### src/rtl/pio_pkg.sv
package pio_pkg;
  localparam int OPW = 3;

  typedef enum logic [OPW-1:0] {
    OP_NOP    = 3'd0,
    OP_READ   = 3'd1,
    OP_WRITE  = 3'd2,
    OP_BSET   = 3'd3,
    OP_BCLR   = 3'd4,
    OP_TONES  = 3'd5,
    OP_TZEROS = 3'd6,
    OP_DIRLD  = 3'd7
  } pio_op_e;

  function automatic logic is_read_kind(pio_op_e op);
    return (op == OP_READ) || (op == OP_TONES) || (op == OP_TZEROS);
  endfunction

  function automatic logic is_write_kind(pio_op_e op);
    return (op == OP_WRITE) || (op == OP_BSET) || (op == OP_BCLR);
  endfunction
endpackage

### src/rtl/pio_port.sv
module pio_port
  import pio_pkg::*;
#(
  parameter int W        = 4,
  parameter bit IMPLICIT = 1'b1
) (
  input  logic         clk,
  input  logic         rst_n,
  input  logic         backup,
  input  logic         sel,
  input  pio_op_e      op,
  input  logic [W-1:0] arg,
  input  logic [W-1:0] pin_in,
  output logic [W-1:0] pin_out,
  output logic [W-1:0] pin_oe,
  output logic [W-1:0] rd_val
);
  logic [W-1:0] latch_q;
  logic [W-1:0] dir_eff;

  // Direction source: implicit mode bit or explicit per-pin mask
  generate
    if (IMPLICIT) begin : g_impl
      logic out_mode_q;
      always_comb begin
        dir_eff = {W{out_mode_q}};
        if (sel && is_read_kind(op))  dir_eff = '0;
        if (sel && is_write_kind(op)) dir_eff = '1;
      end
      always_ff @(posedge clk or negedge rst_n) begin
        if (!rst_n) out_mode_q <= 1'b0;
        else        out_mode_q <= dir_eff[0];
      end

      assert_in_mode_holds_R2: assert property (@(posedge clk) disable iff (!rst_n)
        (sel && is_read_kind(op)) |=> (backup || (sel && is_write_kind(op)) || pin_oe == '0));
      assert_out_mode_R3: assert property (@(posedge clk) disable iff (!rst_n)
        (sel && is_write_kind(op) && !backup) |-> (pin_oe == '1 && pin_out == latch_q));
    end else begin : g_mask
      logic [W-1:0] dmask_q;
      always_ff @(posedge clk or negedge rst_n) begin
        if (!rst_n)                       dmask_q <= '0;
        else if (sel && op == OP_DIRLD)   dmask_q <= arg;
      end
      assign dir_eff = dmask_q;

      assert_mask_load_R4: assert property (@(posedge clk) disable iff (!rst_n)
        (sel && op == OP_DIRLD) |=> (backup || pin_oe == $past(arg)));
    end
  endgenerate

  // Output latch
  always_ff @(posedge clk or negedge rst_n) begin
    if (!rst_n) begin
      latch_q <= '0;
    end else if (sel) begin
      case (op)
        OP_WRITE: latch_q <= arg;
        OP_BSET:  latch_q <= latch_q | arg;
        OP_BCLR:  latch_q <= latch_q & ~arg;
        default:  latch_q <= latch_q;
      endcase
    end
  end

  assign pin_out = latch_q;
  assign pin_oe  = (rst_n && !backup) ? dir_eff : '0;
  assign rd_val  = backup ? '0 : ((dir_eff & latch_q) | (~dir_eff & pin_in));

  always_comb begin
    if (!rst_n) assert_reset_input_R5: assert (pin_oe == '0);
  end

  assert_backup_input_R6: assert property (@(posedge clk) disable iff (!rst_n)
    backup |-> (pin_oe == '0 && rd_val == '0));
  assert_bit_set_R7: assert property (@(posedge clk) disable iff (!rst_n)
    (sel && op == OP_BSET) |=> ((pin_out & $past(arg)) == $past(arg)));
  assert_bit_clr_R7: assert property (@(posedge clk) disable iff (!rst_n)
    (sel && op == OP_BCLR) |=> ((pin_out & $past(arg)) == '0));
  assert_idle_stable_R10: assert property (@(posedge clk) disable iff (!rst_n)
    !sel |=> $stable(pin_out));
endmodule

### src/rtl/pio_result.sv
module pio_result
  import pio_pkg::*;
#(
  parameter int W = 4
) (
  input  logic         clk,
  input  logic         rst_n,
  input  logic         take,
  input  pio_op_e      op,
  input  logic [W-1:0] mask,
  input  logic [W-1:0] value,
  output logic         res_valid,
  output logic [W-1:0] res_data,
  output logic         res_skip
);
  logic [W-1:0] hit;
  logic         skip_c;

  assign hit = value & mask;

  always_comb begin
    case (op)
      OP_TONES:  skip_c = (hit == mask);
      OP_TZEROS: skip_c = (hit == '0);
      default:   skip_c = 1'b0;
    endcase
  end

  always_ff @(posedge clk or negedge rst_n) begin
    if (!rst_n) begin
      res_valid <= 1'b0;
      res_data  <= '0;
      res_skip  <= 1'b0;
    end else begin
      res_valid <= take;
      if (take) begin
        res_data <= value;
        res_skip <= skip_c;
      end
    end
  end

  assert_pulse_R10: assert property (@(posedge clk) disable iff (!rst_n)
    take |=> res_valid);
  assert_no_spurious_R10: assert property (@(posedge clk) disable iff (!rst_n)
    !take |=> !res_valid);
  assert_read_noskip_R8: assert property (@(posedge clk) disable iff (!rst_n)
    (take && op == OP_READ) |=> !res_skip);
endmodule

### src/rtl/insport_unit.sv
module insport_unit
  import pio_pkg::*;
#(
  parameter int W = 4
) (
  input  logic         clk,
  input  logic         rst_n,
  input  logic         backup,
  input  logic         ins_valid,
  input  logic         ins_port,
  input  logic [2:0]   ins_op,
  input  logic [W-1:0] ins_arg,
  input  logic [W-1:0] pa_in,
  output logic [W-1:0] pa_out,
  output logic [W-1:0] pa_oe,
  input  logic [W-1:0] pb_in,
  output logic [W-1:0] pb_out,
  output logic [W-1:0] pb_oe,
  output logic         res_valid,
  output logic [W-1:0] res_data,
  output logic         res_skip
);
  pio_op_e      op;
  logic         sel_a, sel_b, take;
  logic [W-1:0] rd_a, rd_b, rd_sel;

  assign op    = pio_op_e'(ins_op);
  assign sel_a = ins_valid && !ins_port;
  assign sel_b = ins_valid &&  ins_port;
  assign take  = ins_valid && is_read_kind(op);
  assign rd_sel = ins_port ? rd_b : rd_a;

  pio_port #(.W(W), .IMPLICIT(1'b1)) u_port_a (
    .clk(clk), .rst_n(rst_n), .backup(backup), .sel(sel_a), .op(op),
    .arg(ins_arg), .pin_in(pa_in), .pin_out(pa_out), .pin_oe(pa_oe), .rd_val(rd_a)
  );

  pio_port #(.W(W), .IMPLICIT(1'b0)) u_port_b (
    .clk(clk), .rst_n(rst_n), .backup(backup), .sel(sel_b), .op(op),
    .arg(ins_arg), .pin_in(pb_in), .pin_out(pb_out), .pin_oe(pb_oe), .rd_val(rd_b)
  );

  pio_result #(.W(W)) u_result (
    .clk(clk), .rst_n(rst_n), .take(take), .op(op), .mask(ins_arg),
    .value(rd_sel), .res_valid(res_valid), .res_data(res_data), .res_skip(res_skip)
  );

  assert_backup_zero_R6: assert property (@(posedge clk) disable iff (!rst_n)
    (take && backup) |=> (res_data == '0));
  assert_dirld_a_ignored_R4: assert property (@(posedge clk) disable iff (!rst_n)
    (sel_a && op == OP_DIRLD) |=> (backup || pa_oe == $past(pa_oe)));
endmodule

### config.mk
export PLATFORM = sky130hd
export DESIGN_NAME = insport_unit
export DESIGN_NICKNAME = d
export VERILOG_FILES = /design/src/rtl/pio_pkg.sv /design/src/rtl/pio_port.sv /design/src/rtl/pio_result.sv /design/src/rtl/insport_unit.sv
export SDC_FILE = /design/constraint.sdc
export NUM_CORES = 1
export LEC_CHECK = 0
export ABC_AREA = 0
export CAP_MARGIN = 30
export CORE_MARGIN = 3
export CORE_UTILIZATION = 60
export DETAILED_ROUTE_END_ITERATION = 16
export DONT_BUFFER_PORTS = 1
export MAX_ROUTING_LAYER = met4
export PLACE_DENSITY = 0.82
export SETUP_SLACK_MARGIN = 0.3
export SLEW_MARGIN = 20
export SYNTH_ARGS = -nofsm -noshare
export SYNTH_HDL_FRONTEND = slang
export SYNTH_SLANG_ARGS = --single-unit
### constraint.sdc
create_clock -name clk -period 3 [get_ports clk]
set_input_delay 0.9 -clock clk [delete_from_list [all_inputs] [get_ports clk]]
set_output_delay 0.9 -clock clk [all_outputs]
set_load 0.05 [all_outputs]
==> results.ini, run 1 <==
[finish]
drive_gt1_frac=0.154
regArea_um2=475
multi_input_area_um2=845
insertedDiodeCount=0
final_area_um2=1470
nets=183
area_growth_pct=2.80
fill_cells=198

[placed_design]
dp_hpwl_um=2570
place_congestion=0.860
port_buffers=0
place_area_um2=1400

[sta]
hold_slack_ns=0.265
hold_viol=0
setup_viol=0
min_period_ns=2.70
clock_skew_ns=0.00291
maxSlewHeadroom=0.567
tns_ns=0
fmax_ghz=0.370
finalMaxSlewViolations=0
rsz0062_at_grt=yes
timing.final.crit_share=0.900
tightest_slew_ns=0.645

[hold_path]
hold_class=primary input to asynchronous set/reset pin

[global_routing]
grt_max_degree=21
grt_usage=0.255
grt_pass1_wl_um=5220
grt_overflow_total=0
grt_pass1_vias=1039
antenna_found_initial=0

[detailed_routing]
drtPass1Iterations=4
viasPerCell=6.41
routed-via-count=1218
drtAntennaViolNets=0
finalWirelength_um=3490
post-route-drc-count=0
avgRoutedWirePerCell_um=18.3
drt_iter0_drc=61

[yosys]
synthArstFlopShare=1.00
syn-num-nets=189
synth_top_flop_cell=dfrtp_1
synth_seq_cells=19
postSynthCellCount=169
netlist_area_um2=1430
ys_types=45
ys.warnings.count=0
synth_edf_count=0
seq_area_frac_synth=0.332
syn_area_per_cell_um2=8.46

[clock_tree]
clk_path_buf_depth=2
cts_tree=yes
cts-root-buf=clkbuf_4
cts_buffers=3
cts_max_level=1
ctsHoldBuffers=0
cts_sinks=19
path_clk_slew_ns=0.12
worst_skew_pair.late_latency_ns=0.31

[critical_path]
crit_fanout=20
path_buf_inv=1
required_ns=2.10
startpoint_type=primary input
critPathKind=primary input to output pin
path_cells=nand3b_4 > a211oi_4 > or2_1 > and2_4 > buf_12
critPathSlowestCell=a211oi_4
cp-end-kind=output pin
worstPathArrival_ns=1.80
critical_path.max_stage_delay_ns=0.22
crit_family=simple AND/OR/NAND/NOR gates

[pwr]
peakVddDrop_uv=478
power.leakage_uw=0.000609
power_density_nw_per_um2=621

[floorplan]
initial_core_util=0.640
fp-row-count=17
core_um2=2230
fp.dieW_um=54.8
die_h_um=54.8
die-area_um2=3010
top_level_ports=42

[job]
maxCapViolations=0

[run_status]
status=complete, no violations

-- state kept, by name (all words and copies together) (netlist names) --
| name | count |
|---|---|
| u_result.res_skip | 1 |
| u_result.res_data | 4 |
| u_port_b.dir_eff | 4 |
| u_port_b.pin_out | 4 |
| u_result.res_valid | 1 |
| u_port_a.pin_out | 4 |
| u_port_a.g_impl.out_mode_q | 1 |
-- per-stage QoR --
| stage | instances | util | total power (uW) | setup WS (ns) |
|---|---|---|---|---|
| after floorplan | 169 | - | 740 | -0.0412 |
| after detailed placement | 183 | 0.625 | 771 | 0.190 |
| final | 190 | 0.658 | 914 | 0.300 |
| after CTS | 189 | 0.648 | 916 | 0.276 |
| after global routing | 190 | 0.658 | 967 | 0.249 |
| after global placement | 183 | 0.625 | 760 | 0.223 |
-- cells by family after synthesis --
group           synth area share
simple gates               0.230
compound gates             0.261
buf+inv                   0.0962
flops                      0.332
mux                       0.0744
xor+xnor                 0.00613
-- final timing paths --
path	endpoint	from	slack [ns]	depth (start not counted)
min in group clk	u_port_b.dir_eff[0]	u_port_b.dir_eff[0]	0.57	1
setup / recovery	pa_oe[0]	ins_port	0.30	5
hold / removal	u_port_b.pin_out[3]	rst_n	0.26	0
max in group asynchronous	u_result.res_valid	rst_n	2.66	0
setup reg to reg	u_result.res_skip	u_port_b.pin_out[3]	0.98	6
hold reg to reg	u_port_b.dir_eff[0]	u_port_b.dir_eff[0]	0.57	1
-- where the power goes --
| group | total, uW | switching (uW) | internal [uW] | leakage (uW) |
|---|---|---|---|---|
| logic | 241 | 129 | 112 | 0.000368 |
| registers | 535 | 224 | 311 | 0.000224 |
| clock network | 138 | 88.3 | 49.8 | 0.0000177 |
-- per-layer routing --
metal / up-vias / routed length (um) / track usage
li1: 587 / - / -
met1: 584 / 1480 / 0.317
met2: 43 / 1750 / 0.415
met3: 4 / 218 / 0.0436
met4: 0 / 40 / 0.0871
met5: - / 0 / -
-- area by class of cell --
type                            instances  share of cell area
Multi-Input combinational cell        126               0.574
Sequential cell                        19               0.323
Timing Repair Buffer                    7              0.0443
Tap cell                               28              0.0238
Clock buffer                            3              0.0153
Inverter                                6              0.0153
Clock inverter                          1             0.00340
-- placed cells by master, fill, tap and decap left out, types with 2 or more instances in the layout --
cell / Yosys / final
nor2_1: 5 / 5
a311o_1: 2 / 2
clkbuf_4: 0 / 3
nand2_1: 25 / 25
nand2b_1: 4 / 4
dfrtp_1: 19 / 19
a211o_1: 2 / 2
nor2b_1: 4 / 4
nand3_1: 4 / 4
o21ai_0: 20 / 20
buf_4: 3 / 6
inv_1: 6 / 6
a21oi_1: 10 / 10
mux2i_1: 5 / 5
and2_1: 6 / 5
a22o_1: 4 / 4
a222oi_1: 4 / 4
o311ai_0: 2 / 2
mux2_2: 5 / 5
-- Yosys cell counts (all sizes together) (4+ instances only) --
cell / number / area share
inv: 6 / 0.016
nand2: 25 / 0.066
clkbuf: 7 / 0.019
a21oi: 10 / 0.035
nand2b: 4 / 0.017
a22o: 4 / 0.024
nor2b: 4 / 0.017
mux2: 5 / 0.039
mux2i: 5 / 0.035
nand3: 4 / 0.014
o21ai: 22 / 0.080
a222oi: 4 / 0.028
nor2: 5 / 0.013
buf: 11 / 0.061
dfrtp: 19 / 0.33
and2: 6 / 0.026
-- what timing repair did --
action,in CTS,in global routing
endpoints found under the setup margin,4,4
gates resized for setup,2,1
endpoints found under the hold margin,0,0
pin swaps,3,2
buffers inserted,2,1
No activity file was read; power rests on OpenSTA's default activity.
==> run 2: changes to the inputs <==
Settings changed: RECOVER_POWER set to 100.
==> run 2 against run 1 <==
Net effect:
- flip-flop and latch count unchanged
- wire length decreased by 1.1%
- largest power group unchanged
- first-iteration DRC count fell by 23%
- total power shrank 0.92%
- final area decreased by 1.4%
- fmax shrank 4.0%
- global-route usage is the same
- combinational power down 3%
- utilization is 0.90 points lower
- non-clock buffer count unchanged
==> results.ini, run 2 (synthesized netlist as in run 1, its figures left out) <==
[global_routing]
grt_usage=0.255
grt_pass1_wl_um=5220
grt_max_degree=21
grt_pass1_vias=1039
grt_util_met1=0.317
grt_use_met2=0.415
antenna_found_initial=0
grt_use_met3=0.0436
grt_overflow_total=0
gr-max-usage-layer=met2

[sta]
timing.final.crit_share=0.937
finalMaxSlewViolations=0
setup_viol=0
fmax_ghz=0.356
maxSlewHeadroom=0.312
clock_skew_ns=0.00506
rsz0062_at_grt=yes
tightest_slew_ns=1.02
hold_slack_ns=0.266
hold_viol=0
min_period_ns=2.81

[critical_path]
critPathSlowestCell=buf_6
worstPathArrival_ns=1.91
crit_fanout=20
required_ns=2.10
r2r-start=u_port_a.g_impl.out_mode_q
setup.worst_path.start=ins_port
path_buf_inv=1
startpoint_type=primary input
critical_path.max_stage_delay_ns=0.28
crit_family=simple AND/OR/NAND/NOR gates
path_cells=nand3b_4 > a211oi_4 > or2_0 > and2_4 > buf_6
cp-end-kind=output pin
critPathKind=primary input to output pin

[finish]
fin_util=0.649
area_growth_pct=1.40
drive_gt1_frac=0.130
nets=183
final_area_um2=1450
layout_commonest_cell=nand2_1
mostFrequentLayoutCells=nand2_1 (25), o21ai_0 (21), dfrtp_1 (19)
insertedDiodeCount=0

[job]
maxCapViolations=0

[floorplan]
top_level_ports=42
core_um2=2230
initial_core_util=0.640
fp-row-count=17
fp.dieW_um=54.8
die-area_um2=3010
die_h_um=54.8

[detailed_routing]
drt_iter0_drc=47
drtPass1Iterations=5
post-route-drc-count=0
routed-via-count=1224
viasPerCell=6.44
finalWirelength_um=3450
avgRoutedWirePerCell_um=18.1
drtAntennaViolNets=0

[run_status]
status=complete, no violations

[hold_path]
hold_class=primary input to asynchronous set/reset pin

[pwr]
peakVddDrop_uv=483
power_uw=905
power.leakage_uw=0.000594
power_density_nw_per_um2=624

[clock_tree]
path_clk_slew_ns=0.12
cts-root-buf=clkbuf_4
cts_tree=yes
cts_sinks=19
clk_path_buf_depth=2
worst_skew_pair.late_latency_ns=0.31
cts_buffers=3
cts_max_level=1

[placed_design]
place_area_um2=1400
dp_hpwl_um=2570
place_congestion=0.860
port_buffers=0

## run 2: cell count changes in the layout (fill, tap and decap cells not counted), sizes merged
cell,previous run,this run
clkbuf,3,7
buf,7,3
## run 2: what timing repair did
| item | CTS | global route |
|---|---|---|
| gates resized for setup | 2 | 1 |
| hold buffers | 0 | 0 |
| pin swaps | 3 | 2 |
| buffers inserted | 2 | 1 |
| cloned | 0 | 0 |
| endpoints found under the setup margin | 4 | 4 |
## run 2: final timing paths
path | to | slack, ns | cells past startpoint
hold reg to reg | u_port_b.dir_eff[3] | 0.57 | 1
min in group clk | u_port_b.dir_eff[3] | 0.57 | 1
max in group asynchronous | u_result.res_data[0] | 2.66 | 0
setup reg to reg | u_result.res_skip | 0.84 | 8
setup / recovery | pa_oe[0] | 0.19 | 5
hold / removal | u_port_b.pin_out[3] | 0.27 | 0
## run 2: cell type report
cell class,count,area [um2]
Clock inverter,1,5.00
Sequential cell,19,475
Inverter,6,22.5
Tap cell,28,35.0
Timing Repair Buffer,7,46.3
Clock buffer,3,22.5
Multi-Input combinational cell,126,843
Fill cell,202,783
## run 2: per-layer routing
metal / vias to the layer above / wire (um)
met2: 49 / 1730
met4: 0 / 40
met5: - / 0
met1: 585 / 1420
met3: 4 / 260
li1: 586 / -
## run 2: where the power goes
part,internal [uW],switching (uW)
clock network,49.8,86.9
registers,311,224
logic,105,128
total,466,439
## run 2: through the flow
| stage | worst slack [ns] | setup TNS (ns) | cells |
|---|---|---|---|
| after floorplan | -0.0412 | -0.124 | 169 |
| after global placement | 0.223 | 0 | 183 |
| after detailed placement | 0.190 | 0 | 183 |
| after CTS | 0.276 | 0 | 189 |
| after global routing | 0.136 | 0 | 190 |
| final | 0.189 | 0 | 190 |
## run 2: worst register-to-register path, cell delays in order, from the launching register on
cell	delay [ns]
dfrtp_1	0.40
inv_1	0.12
a211oi_4	0.27
or2_0	0.20
clkbuf_1	0.27
mux2_1	0.38
o21ai_2	0.16
a211o_1	0.15
o2111ai_1	0.10
==> run 3: changes to the inputs <==
Settings changed: REMOVE_ABC_BUFFERS set to 1.
==> run 3 against run 2 <==
Net effect:
- sequential power barely moved
- critical path depth unchanged
- flip-flop and latch count did not move
==> results.ini, run 3 (synthesized netlist as in run 1, its figures left out) <==
[sta]
maxSlewHeadroom=0.333
min_period_ns=2.81
timing.final.crit_share=0.936
hold_viol=0
tns_ns=0
tightest_slew_ns=0.990
rsz0062_at_grt=yes
clock_skew_ns=0.00435
fmax_ghz=0.356
finalMaxSlewViolations=0
setup_ws_ns=0.191
setup_viol=0

[critical_path]
required_ns=2.10
setup.worst_path.start=ins_port
cp-end-kind=output pin
crit_fanout=20
startpoint_type=primary input
r2r-start=u_port_a.g_impl.out_mode_q
critPathKind=primary input to output pin
worstPathArrival_ns=1.91

[placed_design]
place_ws_ns=0.167
port_buffers=0
dp.cells=183
dp_hpwl_um=2570
place_congestion=0.885
place_area_um2=1390

[clock_tree]
worst_skew_pair.late_latency_ns=0.30
cts_max_level=1
clk_path_buf_depth=2
ctsHoldBuffers=0
cts_buffers=3
cts_tree=yes
cts_sinks=19
path_clk_slew_ns=0.12
cts-root-buf=clkbuf_4

[finish]
insertedDiodeCount=0
area_growth_pct=0.175
final_area_um2=1430
nets=183
layout_commonest_cell=nand2_1
mostFrequentLayoutCells=nand2_1 (25), o21ai_0 (22), dfrtp_1 (19)
stdcell_count=190
drive_gt1_frac=0.123

[detailed_routing]
routed-via-count=1250
drtPass1Iterations=4
drt_iter0_drc=26
avgRoutedWirePerCell_um=18.5
post-route-drc-count=0
finalWirelength_um=3520
viasPerCell=6.58
drtAntennaViolNets=0

[global_routing]
antenna_found_initial=0
grt_pass1_vias=1196
grt_overflow_total=0
grt_usage=0.270
grt_pass1_wl_um=5530
grt_max_degree=21

[pwr]
power.leakage_uw=0.000590
power_density_nw_per_um2=629
peakVddDrop_uv=461

[floorplan]
die_h_um=54.8
fp-row-count=17
top_level_ports=42
fp.dieW_um=54.8
initial_core_util=0.640
die-area_um2=3010
core_um2=2230

[job]
maxCapViolations=0

[hold_path]
hold_class=primary input to asynchronous set/reset pin

[run_status]
status=complete, no violations

## run 3: cell types whose count changed in the layout (fill, tap and decap cells not counted), sizes merged
| cell | change |
|---|---|
| clkinv | -1 |
| buf | +1 |
## run 3: worst paths after layout
path	slack (ns)	depth (start not counted)	end
max	0.19	5	pa_oe[2]
min	0.27	0	u_port_b.pin_out[1]
max reg2reg	0.84	8	u_result.res_skip
min reg2reg	0.58	1	u_port_b.dir_eff[3]
max in group asynchronous	2.66	0	u_port_a.pin_out[3]
min in group clk	0.58	1	u_port_b.dir_eff[3]
## run 3: final cells by class
type,count,area (um2)
multi-input cells,126,823
fillers,199,801
inverters,6,22.5
flip-flops and latches,19,475
well taps,28,35.0
clock buffers,4,26.3
repair buffers,7,50.0
## run 3: critical path, stage by stage
cell and delay [ns]:
and2b_1 0.20, o211ai_4 0.18, or2_0 0.18, and2_4 0.16
buf_6 0.28
## run 3: per-stage QoR
| stage | util | hold slack (ns) | total power [uW] |
|---|---|---|---|
| after floorplan | - | 0.517 | 707 |
| after global placement | 0.624 | 0.530 | 754 |
| after detailed placement | 0.624 | 0.547 | 765 |
| after CTS | 0.649 | 0.268 | 902 |
| after global routing | 0.641 | 0.252 | 951 |
| final | 0.641 | 0.269 | 901 |
## run 3: where the power goes
part	internal [uW]	switching, uW	leakage [uW]	total (uW)
clock network	51.9	85.9	0.0000150	138
logic	104	123	0.000352	227
registers	311	225	0.000224	536
## run 3: what timing repair did
item | in CTS | in global routing
pin swaps | 2 | 1
setup buffers | 2 | 1
endpoints found under the setup margin | 4 | 4
resized for setup | 4 | 0
## run 3: per-layer routing
metal  share of wire  track usage  wire length (um)
met2            0.49        0.443              1710
met5               0            -                 0
met1            0.43        0.328              1500
met4           0.017        0.112                59
met3           0.071       0.0409               250
